[src/rtl/pio_pkg.sv]
package pio_pkg;
  // control word bit positions (decoded by bank logic)
  localparam int CW_MODE = 7;
  localparam int CW_A    = 4;
  localparam int CW_CH   = 3;
  localparam int CW_B    = 1;
  localparam int CW_CL   = 0;

  // register offsets inside one bank
  typedef enum logic [1:0] {
    REG_A    = 2'd0,
    REG_B    = 2'd1,
    REG_C    = 2'd2,
    REG_CTRL = 2'd3
  } reg_sel_e;

  // direction flags, 1 = input
  typedef struct packed {
    logic a;
    logic b;
    logic ch;
    logic cl;
  } dir_t;

  localparam logic [7:0] RESET_CW = 8'h9B;
endpackage

[src/rtl/pio_sync.sv]
module pio_sync #(
  parameter int W      = 48,
  parameter int STAGES = 2
) (
  input  logic         clk,
  input  logic         rst,
  input  logic [W-1:0] d,
  output logic [W-1:0] q
);
  logic [W-1:0] chain [STAGES];

  generate
    for (genvar s = 0; s < STAGES; s++) begin : g_stage
      if (s == 0) begin : g_first
        always_ff @(posedge clk) begin
          if (rst) chain[0] <= '0;
          else     chain[0] <= d;
        end
      end else begin : g_next
        always_ff @(posedge clk) begin
          if (rst) chain[s] <= '0;
          else     chain[s] <= chain[s-1];
        end
      end
    end
  endgenerate

  assign q = chain[STAGES-1];
endmodule

[src/rtl/pio_bank.sv]
module pio_bank
  import pio_pkg::*;
#(
  parameter int PORT_W = 8
) (
  input  logic                  clk,
  input  logic                  rst,
  input  logic                  we,
  input  logic [1:0]            addr,
  input  logic [7:0]            wdata,
  input  logic [3*PORT_W-1:0]   pin_sync,
  output logic [3*PORT_W-1:0]   pin_out,
  output logic [3*PORT_W-1:0]   pin_oe,
  output logic [PORT_W-1:0]     rd_val
);
  localparam int NIB = PORT_W / 2;
  localparam int SELW = $clog2(PORT_W);

  logic [PORT_W-1:0] lat_a, lat_b, lat_c;
  logic [7:0]        ctrl_q;
  dir_t              dir_q;

  logic wr_ctrl, mode_set, bit_op;
  assign wr_ctrl  = we && (addr == REG_CTRL);
  assign mode_set = wr_ctrl &&  wdata[CW_MODE];
  assign bit_op   = wr_ctrl && !wdata[CW_MODE];

  always_ff @(posedge clk) begin
    if (rst) begin
      lat_a  <= '0;
      lat_b  <= '0;
      lat_c  <= '0;
      ctrl_q <= RESET_CW;
      dir_q  <= '{a: 1'b1, b: 1'b1, ch: 1'b1, cl: 1'b1};
    end else if (mode_set) begin
      lat_a    <= '0;
      lat_b    <= '0;
      lat_c    <= '0;
      ctrl_q   <= wdata;
      dir_q.a  <= wdata[CW_A];
      dir_q.b  <= wdata[CW_B];
      dir_q.ch <= wdata[CW_CH];
      dir_q.cl <= wdata[CW_CL];
    end else if (bit_op) begin
      lat_c[wdata[SELW:1]] <= wdata[0];
    end else if (we) begin
      case (addr)
        REG_A:   lat_a <= wdata;
        REG_B:   lat_b <= wdata;
        REG_C:   lat_c <= wdata;
        default: ;
      endcase
    end
  end

  logic [PORT_W-1:0] in_a, in_b, in_c, rd_c;
  assign in_a = pin_sync[PORT_W-1:0];
  assign in_b = pin_sync[2*PORT_W-1:PORT_W];
  assign in_c = pin_sync[3*PORT_W-1:2*PORT_W];
  assign rd_c = {dir_q.ch ? in_c[PORT_W-1:NIB] : lat_c[PORT_W-1:NIB],
                 dir_q.cl ? in_c[NIB-1:0]      : lat_c[NIB-1:0]};

  always_comb begin
    case (addr)
      REG_A:   rd_val = dir_q.a ? in_a : lat_a;
      REG_B:   rd_val = dir_q.b ? in_b : lat_b;
      REG_C:   rd_val = rd_c;
      default: rd_val = ctrl_q;
    endcase
  end

  assign pin_out = {lat_c, lat_b, lat_a};
  assign pin_oe  = {{NIB{~dir_q.ch}}, {NIB{~dir_q.cl}},
                    {PORT_W{~dir_q.b}}, {PORT_W{~dir_q.a}}};

  // a mode set leaves every latch of the bank at zero
  p_modeset_clears_r4: assert property (@(posedge clk) disable iff (rst)
    mode_set |=> (lat_a == '0 && lat_b == '0 && lat_c == '0));

  // the selected port C latch bit takes the written value
  p_bitop_loads_r5: assert property (@(posedge clk) disable iff (rst)
    bit_op |=> (lat_c[$past(wdata[SELW:1])] == $past(wdata[0])));

  // directions change only through a mode set
  p_dir_hold_r5: assert property (@(posedge clk) disable iff (rst)
    !mode_set |=> $stable(dir_q));

  // port A latch holds without a write to it or a mode set
  p_lat_a_hold_r3: assert property (@(posedge clk) disable iff (rst)
    !(we && (addr == REG_A || mode_set)) |=> $stable(lat_a));
endmodule

[src/rtl/pio_dual_bank.sv]
module pio_dual_bank
  import pio_pkg::*;
#(
  parameter int NUM_BANKS = 2,
  parameter int PORT_W    = 8,
  parameter int SYNC_STG  = 2
) (
  input  logic                            clk,
  input  logic                            rst,
  input  logic [$clog2(NUM_BANKS)+1:0]    bus_addr,
  input  logic                            bus_wr,
  input  logic                            bus_rd,
  input  logic [7:0]                      bus_wdata,
  output logic [7:0]                      bus_rdata,
  input  logic [NUM_BANKS*3*PORT_W-1:0]   pin_in,
  output logic [NUM_BANKS*3*PORT_W-1:0]   pin_out,
  output logic [NUM_BANKS*3*PORT_W-1:0]   pin_oe
);
  localparam int BANK_W = $clog2(NUM_BANKS);
  localparam int ADDR_W = BANK_W + 2;
  localparam int BLINES = 3 * PORT_W;
  localparam int LINES  = NUM_BANKS * BLINES;

  logic [LINES-1:0]  pin_sync;
  logic [PORT_W-1:0] bank_rd [NUM_BANKS];
  logic [BANK_W-1:0] bank_idx;
  logic [1:0]        sub_addr;

  assign bank_idx = bus_addr[ADDR_W-1:2];
  assign sub_addr = bus_addr[1:0];

  pio_sync #(.W(LINES), .STAGES(SYNC_STG)) u_sync (
    .clk (clk),
    .rst (rst),
    .d   (pin_in),
    .q   (pin_sync)
  );

  generate
    for (genvar b = 0; b < NUM_BANKS; b++) begin : g_bank
      logic bank_we;
      assign bank_we = bus_wr && (int'(bank_idx) == b);
      pio_bank #(.PORT_W(PORT_W)) u_bank (
        .clk      (clk),
        .rst      (rst),
        .we       (bank_we),
        .addr     (sub_addr),
        .wdata    (bus_wdata),
        .pin_sync (pin_sync[b*BLINES +: BLINES]),
        .pin_out  (pin_out[b*BLINES +: BLINES]),
        .pin_oe   (pin_oe[b*BLINES +: BLINES]),
        .rd_val   (bank_rd[b])
      );
    end
  endgenerate

  always_ff @(posedge clk) begin
    if (rst)         bus_rdata <= '0;
    else if (bus_rd) bus_rdata <= bank_rd[bank_idx];
  end

  // read data holds between read strobes
  p_rdata_hold_r10: assert property (@(posedge clk) disable iff (rst)
    !bus_rd |=> $stable(bus_rdata));

  // the first cycle after reset has no line driven
  p_reset_no_drive_r1: assert property (@(posedge clk) disable iff (rst)
    $past(rst) |-> (pin_oe == '0 && pin_out == '0));

  // a write aimed at bank 1 leaves bank 2's lines alone
  p_bank_isolation_r2: assert property (@(posedge clk) disable iff (rst)
    (bus_wr && bank_idx == '0) |=>
      ($stable(pin_out[LINES-1:BLINES]) && $stable(pin_oe[LINES-1:BLINES])));
endmodule

[config.mk]
export PLATFORM = sky130hd
export DESIGN_NAME = pio_dual_bank
export DESIGN_NICKNAME = d
export VERILOG_FILES = /design/src/rtl/pio_pkg.sv /design/src/rtl/pio_sync.sv /design/src/rtl/pio_bank.sv /design/src/rtl/pio_dual_bank.sv
export SDC_FILE = /design/constraint.sdc
export NUM_CORES = 1
export LEC_CHECK = 0
export ABC_AREA = 1
export BUFFER_PORTS_ARGS = -buffer_cell sky130_fd_sc_hd__buf_2
export CORE_UTILIZATION = 58
export CTS_CLUSTER_DIAMETER = 150
export DETAILED_ROUTE_END_ITERATION = 12
export GPL_TIMING_DRIVEN = 0
export PLACE_DENSITY = 0.91
export RECOVER_POWER = 50
export SLEW_MARGIN = 5
export SYNTH_ARGS = -nofsm -noshare
export SYNTH_HDL_FRONTEND = slang
export SYNTH_SLANG_ARGS = --single-unit
[constraint.sdc]
create_clock -name clk -period 3.48 [get_ports clk]
set_clock_uncertainty 0.05 [all_clocks]
set_input_delay 0.348 -clock clk [delete_from_list [all_inputs] [get_ports clk]]
set_output_delay 0.348 -clock clk [all_outputs]
set_load 0.01 [all_outputs]
Word level (Yosys, flattened, before mapping) --
Memories as Yosys holds them, arrays and structs flattened. Cells that the tools add are included.
Word-level totals: register bits after elaboration 80, bits in latches 0, memory bits (writable) 96, bits in read-only memories 0, bits of input ports 63, output and inout port bits 104, logic and storage cells 88, memories 1
Memory list:
- u_sync.chain | words 2, width 48, rd ports 2, clocked after memory_dff 0, write ports 2, RTL line pio_sync.sv:10 | logic [W-1:0] chain [STAGES];
Operators by class: $add $sub $neg 0, multipliers 0, divide/modulo/power cells 0, $lt $le $gt $ge 3, equality and inequality tests 3, shifts and indexed selects 0, multiplexer cells 27, bitwise operators 14, reductions and logical operators 23
Operators by type and width (number):
- 48-bit 2-to-1 mux | 2
- 8-bit 2-to-1 mux | 12
- 8-bit case mux with 3 select lines | 2
- 8-bit bitwise mux | 2
- 4-bit 2-to-1 mux | 4
- 3-bit AND reduction | 4
- 1-bit inverter | 11
- 1-bit logical AND | 9
- 2-bit nonzero test | 4
- 2-bit == test, second input constant | 2
- 3-bit by 4-bit < comparator with 1-bit output, second input constant | 1
- 1-bit 2-to-1 mux | 4
- 2-bit AND reduction | 2
- 2-bit OR reduction | 2
- 1-bit demux with 3-bit select | 1
- 3-bit by 1-bit >= comparator with 1-bit output, second input constant | 1
- 2-bit by 1-bit == test with 1-bit output, second input constant | 1
- 2-bit >= comparator, second input constant | 1
- 2-bit logical NOT | 1
- 1-bit inverter with 2-bit output | 1
- 1-bit OR | 2
- 1-bit logical NOT | 1

Logic depth before layout (Yosys ltp) --
depth in word-level cells 6, mapped depth 10, depth with buffers taken out 10

Modules after synthesis --
From an unflattened synthesis, not the netlist that was laid out.
Unflattened totals: cells, all modules 1018, area, all modules 7319.5 sq um
Modules (own cells, without submodules):
- pio_sync | instances 1, cells an instance 299, area an instance 2813.9 sq um, seq. area each 1921.8 sq um
- pio_bank (g_bank[0].u_bank) | instances 1, cells an instance 326, area an instance 2039.5 sq um, seq. area each 640.6 sq um
- pio_bank (g_bank[1].u_bank) | instances 1, cells an instance 320, area an instance 2010.7 sq um, seq. area each 640.6 sq um
- pio_dual_bank | instances 1, cells an instance 73, area an instance 455.4 sq um, seq. area each 160.2 sq um

Worst setup path after synthesis --
Ideal clock, no wire load.
kind input to register, from input port bus_addr[2], to register g_bank[0].u_bank.lat_c[0], library setup time 0.113 ns, arrival 1.319 ns, required time 3.317 ns, slack 1.998 ns, cell stages on the path 8, buffers on the path 0, cells stage by stage inv_1 nand2_1 nor2_1 nand2_1 o21ai_2 o21ai_1 o21ai_1 nor2_1
On the way: cells in the longest elaborated chain, start to end 6, elaborated cells between the ends (all ways) 10, classes of those cells 1 x mux; 1 x bitwise; 8 x reduce/logical
Ends and longest elaborated chain:
- from (decl) | RTL line pio_dual_bank.sv:10 | input logic [$clog2(NUM_BANKS)+1:0] bus_addr,
- 1-bit inverter (*) | RTL line pio_dual_bank.sv:42 | assign bank_we = bus_wr && (int'(bank_idx) == b);
- 1-bit logical AND (*) | RTL line pio_dual_bank.sv:42
- 1-bit logical AND | RTL line pio_bank.sv:24 | assign wr_ctrl = we && (addr == REG_CTRL);
- 1-bit logical AND | RTL line pio_bank.sv:26 | assign bit_op = wr_ctrl && !wdata[CW_MODE];
- 2-bit nonzero test (no line)
- 2-bit AND reduction (no line)
- to (signal, indexed assignment) | RTL line pio_bank.sv:45 | lat_c[wdata[SELW:1]] <= wdata[0];
- to (signal assigned) | RTL line pio_bank.sv:50 | REG_C: lat_c <= wdata;
- to (decl) | RTL line pio_bank.sv:19 | logic [PORT_W-1:0] lat_a, lat_b, lat_c;
Mark *: on every way between the ends. The rest lies on a longest branch, timed or not. A chain may end at the register's enable or synchronous reset.

==> results.md <==
Clock tree:
- Post-CTS timing repair inserted 0 buffers for setup.
- The number of buffers inserted during clock tree synthesis is 17.
- The H-tree level count is 4.
- TritonCTS built the clock tree.
- Counting along the longest clock path gives a buffer depth of 2.
- The post-cts sizing count is 0.
- The clock latency at the later pin of the worst-skew pair is 0.44 ns.
- Clock tree synthesis selected as its root buffer the cell sky130_fd_sc_hd__clkbuf_16.
- The number of sinks handled by clock tree synthesis is 168.
- After clock tree synthesis, the flow added hold-fix buffers numbering 0.
- The clock transition time at the flip-flop clock pins of the worst setup and hold paths is 0.06 ns.

Floorplanning:
- In this run the core area contains 40 standard-cell rows.
- The core region area is between 10000 and 15000 µm².
- The height of the chip is 113 µm.
- Once the floorplan was initialized, standard cells occupied 59.5% of the core.
- During I/O placement, the number of pins put on the boundary was 167.
- The floorplan die width is 113 µm.
- The die covers 12800 µm².

Power:
- Combinational cells account for a little under a tenth of the total power.
- In this run the power density over the cells is 496 nW/µm².
- The share of power burned in the clock network is 43.7%.
- The largest vdd supply drop is roughly 0.37 mV.
- In this run switching power makes up about 24% of total power.
- Summed over all cells, the static leakage comes to 4.66 nW.
- The net switching power is 1.04 mW.
- The cell-internal power is 3.29 mW.
- The sequential power share is a little under half.

Final layout:
- The total inserted antenna cells is 0.
- The share of cells above drive strength 1 is 16.4%.
- In the final design database the tool counted 1311 nets.
- Compared with the post-synthesis result, the final layout area differs by 21.6%.

Detailed routing:
- Before antenna repair, the detailed router went through 6 iterations.
- The routed design has 19100 µm of wire.
- The total number of vias is 7112.
- The mean routed wirelength per cell is 13.4 µm.
- For this run, design rule violations remaining after detail routing come to 0.
- The number of nets with antenna violations after routing is 0.
- The starting DRC count in detailed routing is 607.
- Using the TritonRoute via totals, the vias-per-cell ratio works out to 4.98.

STA:
- The slew of the pin with the lowest slew margin is 0.617 ns.
- On the final layout, the worst hold slack is about 0.065 ns.
- After routing, the total negative slack on setup checks comes to 0 ns.
- Setup violations remaining at the end of the flow were counted as 0.
- Setup repair after global routing left no endpoint under its margin.
- Based on the critical path, the design can be clocked at up to around 500 MHz.
- The number of hold violations in the final report is 0.
- The final worst slack is 1.48 ns.
- The portion of the clock cycle consumed by the worst path in the final layout is between 50% and 60%.
- The number of pins with negative max-slew slack in the final report is 0.
- The worst path needs 2.00 ns of the cycle, external delays included.
- The worst max-slew margin expressed relative to the limit is between 50% and 60%.

GRT:
- Global routing finished with a remaining overflow of 0.
- The largest net degree at the start of global routing is 17.
- The global router's overall resource usage is between 30% and 40%.
- The number of global-route vias before repair is between 6000 and 7000.
- The global-route wire length before repair is 30300 µm.
- The initial antenna violation count is 0.

Yosys:
- The most used flip-flop cell after synthesis is sky130_fd_sc_hd__dfxtp_1.
- Averaged over all synthesized cells, the footprint is between 6 and 7 µm².
- Of all flip-flops after synthesis, the portion carrying an async set or reset was 0%.
- The number of warnings reported in the yosys synthesis log is 0.
- The post-synthesis register bit count is 168.
- In this run, distinct cell masters in the synthesized netlist total 20.
- Summing every instance area after synthesis gives roughly 7200 µm².
- The most frequent cell after synthesis is sky130_fd_sc_hd__nand2_1.
- The cell taking the most area after synthesis is sky130_fd_sc_hd__dfxtp_1.
- Counting instances in the post-synthesis netlist gives the leading cell types as sky130_fd_sc_hd__nand2_1, sky130_fd_sc_hd__inv_1, sky130_fd_sc_hd__dfxtp_1.
- The sequential fraction of the synthesis area is 46.8%.
- Ranked by total cell area, the synthesized netlist is headed by sky130_fd_sc_hd__dfxtp_1, sky130_fd_sc_hd__nand2_1, sky130_fd_sc_hd__inv_1.
- The number of flops mapped to enable cells by yosys is 0.
- When the netlist entered floorplanning its net count stood at ~1100.
- The synthesized design devotes to its leading area cell type a little under half of total area.
- The synthesized instance count is 1067.

Worst hold path:
- The kind of path behind the tightest hold check is in -> reg.

Placement:
- The congestion estimate from routability-driven global placement came to 0.951.
- The post-placement worst setup slack is 1.48 ns.
- Detailed placement ended at an HPWL of 13900 µm.
- The quantity of I/O buffers inserted on ports is approximately 160.

Setup path:
- In this run the worst path has a maximum fanout of 8.
- The worst setup path is of the reg -> out kind.
- Broken down by cell family, the worst path's largest delay share belongs to buffers and inverters.
- The data arrival time of the worst path is 1.60 ns.
- On the worst path, the slowest cell contributes a delay of 0.31 ns.
- The slowest stage of the critical path belongs to the cell sky130_fd_sc_hd__dfxtp_1.
- STA classifies the critical path endpoint as an output port.
- The count of buffering cells on the critical path with inverters included is 4.
- The critical path goes through clkbuf_1, inv_1, buf_4, buf_2.
- The type of origin of the critical path is a register.
- For the worst setup path, the data required time is 3.08 ns.

Run:
- The max capacitance violation total is 0.

Outcome:
- The flow ran to the end, and the final reports show no timing, DRC or antenna violations.
-- stage by stage --
stage | std cells | total power [mW] | cell area, µm² | util, %
finish | 1429 | 4.33 | 8730 | 72.4
global route | 1429 | 4.46 | 8730 | 72.4
CTS | 1429 | 4.32 | 8800 | 72.9
detailed placement | 1397 | 2.47 | 8200 | 68.0
global placement | 1397 | 2.46 | 8200 | 68.0
floorplan | 1067 | 2.32 | 7180 | -
-- cell usage in the layout (no fill, tap or decap) --
master / count
sky130_fd_sc_hd__bufinv_16: 2
sky130_fd_sc_hd__buf_1: 2
sky130_fd_sc_hd__o21ai_1: 27
sky130_fd_sc_hd__clkbuf_1: 79
sky130_fd_sc_hd__nor2_2: 4
sky130_fd_sc_hd__clkbuf_8: 5
sky130_fd_sc_hd__clkinv_1: 9
sky130_fd_sc_hd__or2_2: 4
sky130_fd_sc_hd__nand2_2: 1
sky130_fd_sc_hd__clkinv_2: 3
sky130_fd_sc_hd__nand2_1: 261
sky130_fd_sc_hd__nand3_1: 42
sky130_fd_sc_hd__buf_2: 123
sky130_fd_sc_hd__a21oi_1: 42
sky130_fd_sc_hd__clkbuf_16: 17
sky130_fd_sc_hd__o21ai_2: 2
sky130_fd_sc_hd__dfxtp_1: 168
sky130_fd_sc_hd__nor3_1: 4
sky130_fd_sc_hd__o21ai_0: 50
sky130_fd_sc_hd__o211ai_1: 10
sky130_fd_sc_hd__clkinvlp_4: 2
sky130_fd_sc_hd__buf_4: 40
sky130_fd_sc_hd__inv_2: 4
sky130_fd_sc_hd__inv_1: 195
sky130_fd_sc_hd__nor2_1: 165
-- power by group through the flow --
| stage | clock network (mW) | registers, mW | logic [mW] |
|---|---|---|---|
| 2_1_floorplan | 0 | 2.08 | 0.238 |
| 3_3_place_gp | 0 | 2.08 | 0.386 |
| 3_5_place_dp | 0 | 2.08 | 0.397 |
| 4_1_cts | 1.88 | 2.04 | 0.402 |
| 5_1_grt | 1.97 | 2.04 | 0.449 |
| 6_report | 1.89 | 2.04 | 0.402 |
-- path summary, 6_finish.rpt --
path                         startpoint             endpoint  slack (ns)  cells past startpoint
max          g_bank[0].u_bank.ctrl_q[0]           pin_oe[17]        1.48                      4
min                          pin_in[16]  u_sync.chain[0][16]        0.06                      3
max reg2reg  g_bank[0].u_bank.ctrl_q[0]         bus_rdata[2]        1.70                     10
min reg2reg          u_sync.chain[0][6]   u_sync.chain[1][6]        0.35                      2
-- sequential cells by signal, summed over array words and instances, names as in the netlist --
register              cells
g_bank.u_bank.lat_b      16
u_sync.chain             96
g_bank.u_bank.lat_a      16
g_bank.u_bank.lat_c      16
g_bank.u_bank.ctrl_q     16
bus_rdata                 8
-- cell type report --
class	instances	area, µm²
sequential	168	3360
buffer	79	457
inverter	208	781
multi-input combinational	612	2570
tap	168	210
fill	976	3330
timing repair buffer	162	752
clock inverter	7	90.1
clock buffer	25	505
-- routing by layer --
layer / up-vias / share of wire, % / GRT usage [%]
met3: 57 / 9.7 / 6.86
li1: 3503 / - / -
met2: 374 / 46 / 51.6
met1: 3178 / 41 / 37.5
met4: 0 / 3.4 / 15.5
met5: - / 0 / 0
-- worst min-delay path, cell delays in order --
cell                     delay (ns)
sky130_fd_sc_hd__buf_2         0.07
sky130_fd_sc_hd__inv_1         0.03
sky130_fd_sc_hd__nor2_1        0.06
-- cells by family after synthesis --
family	synth area share, %
and+or+nand+nor	26.3
buffers and inverters	17.3
DFF	46.8
AOI/OAI and AO/OA	9.59
No activity file was read; power rests on OpenSTA's default activity.
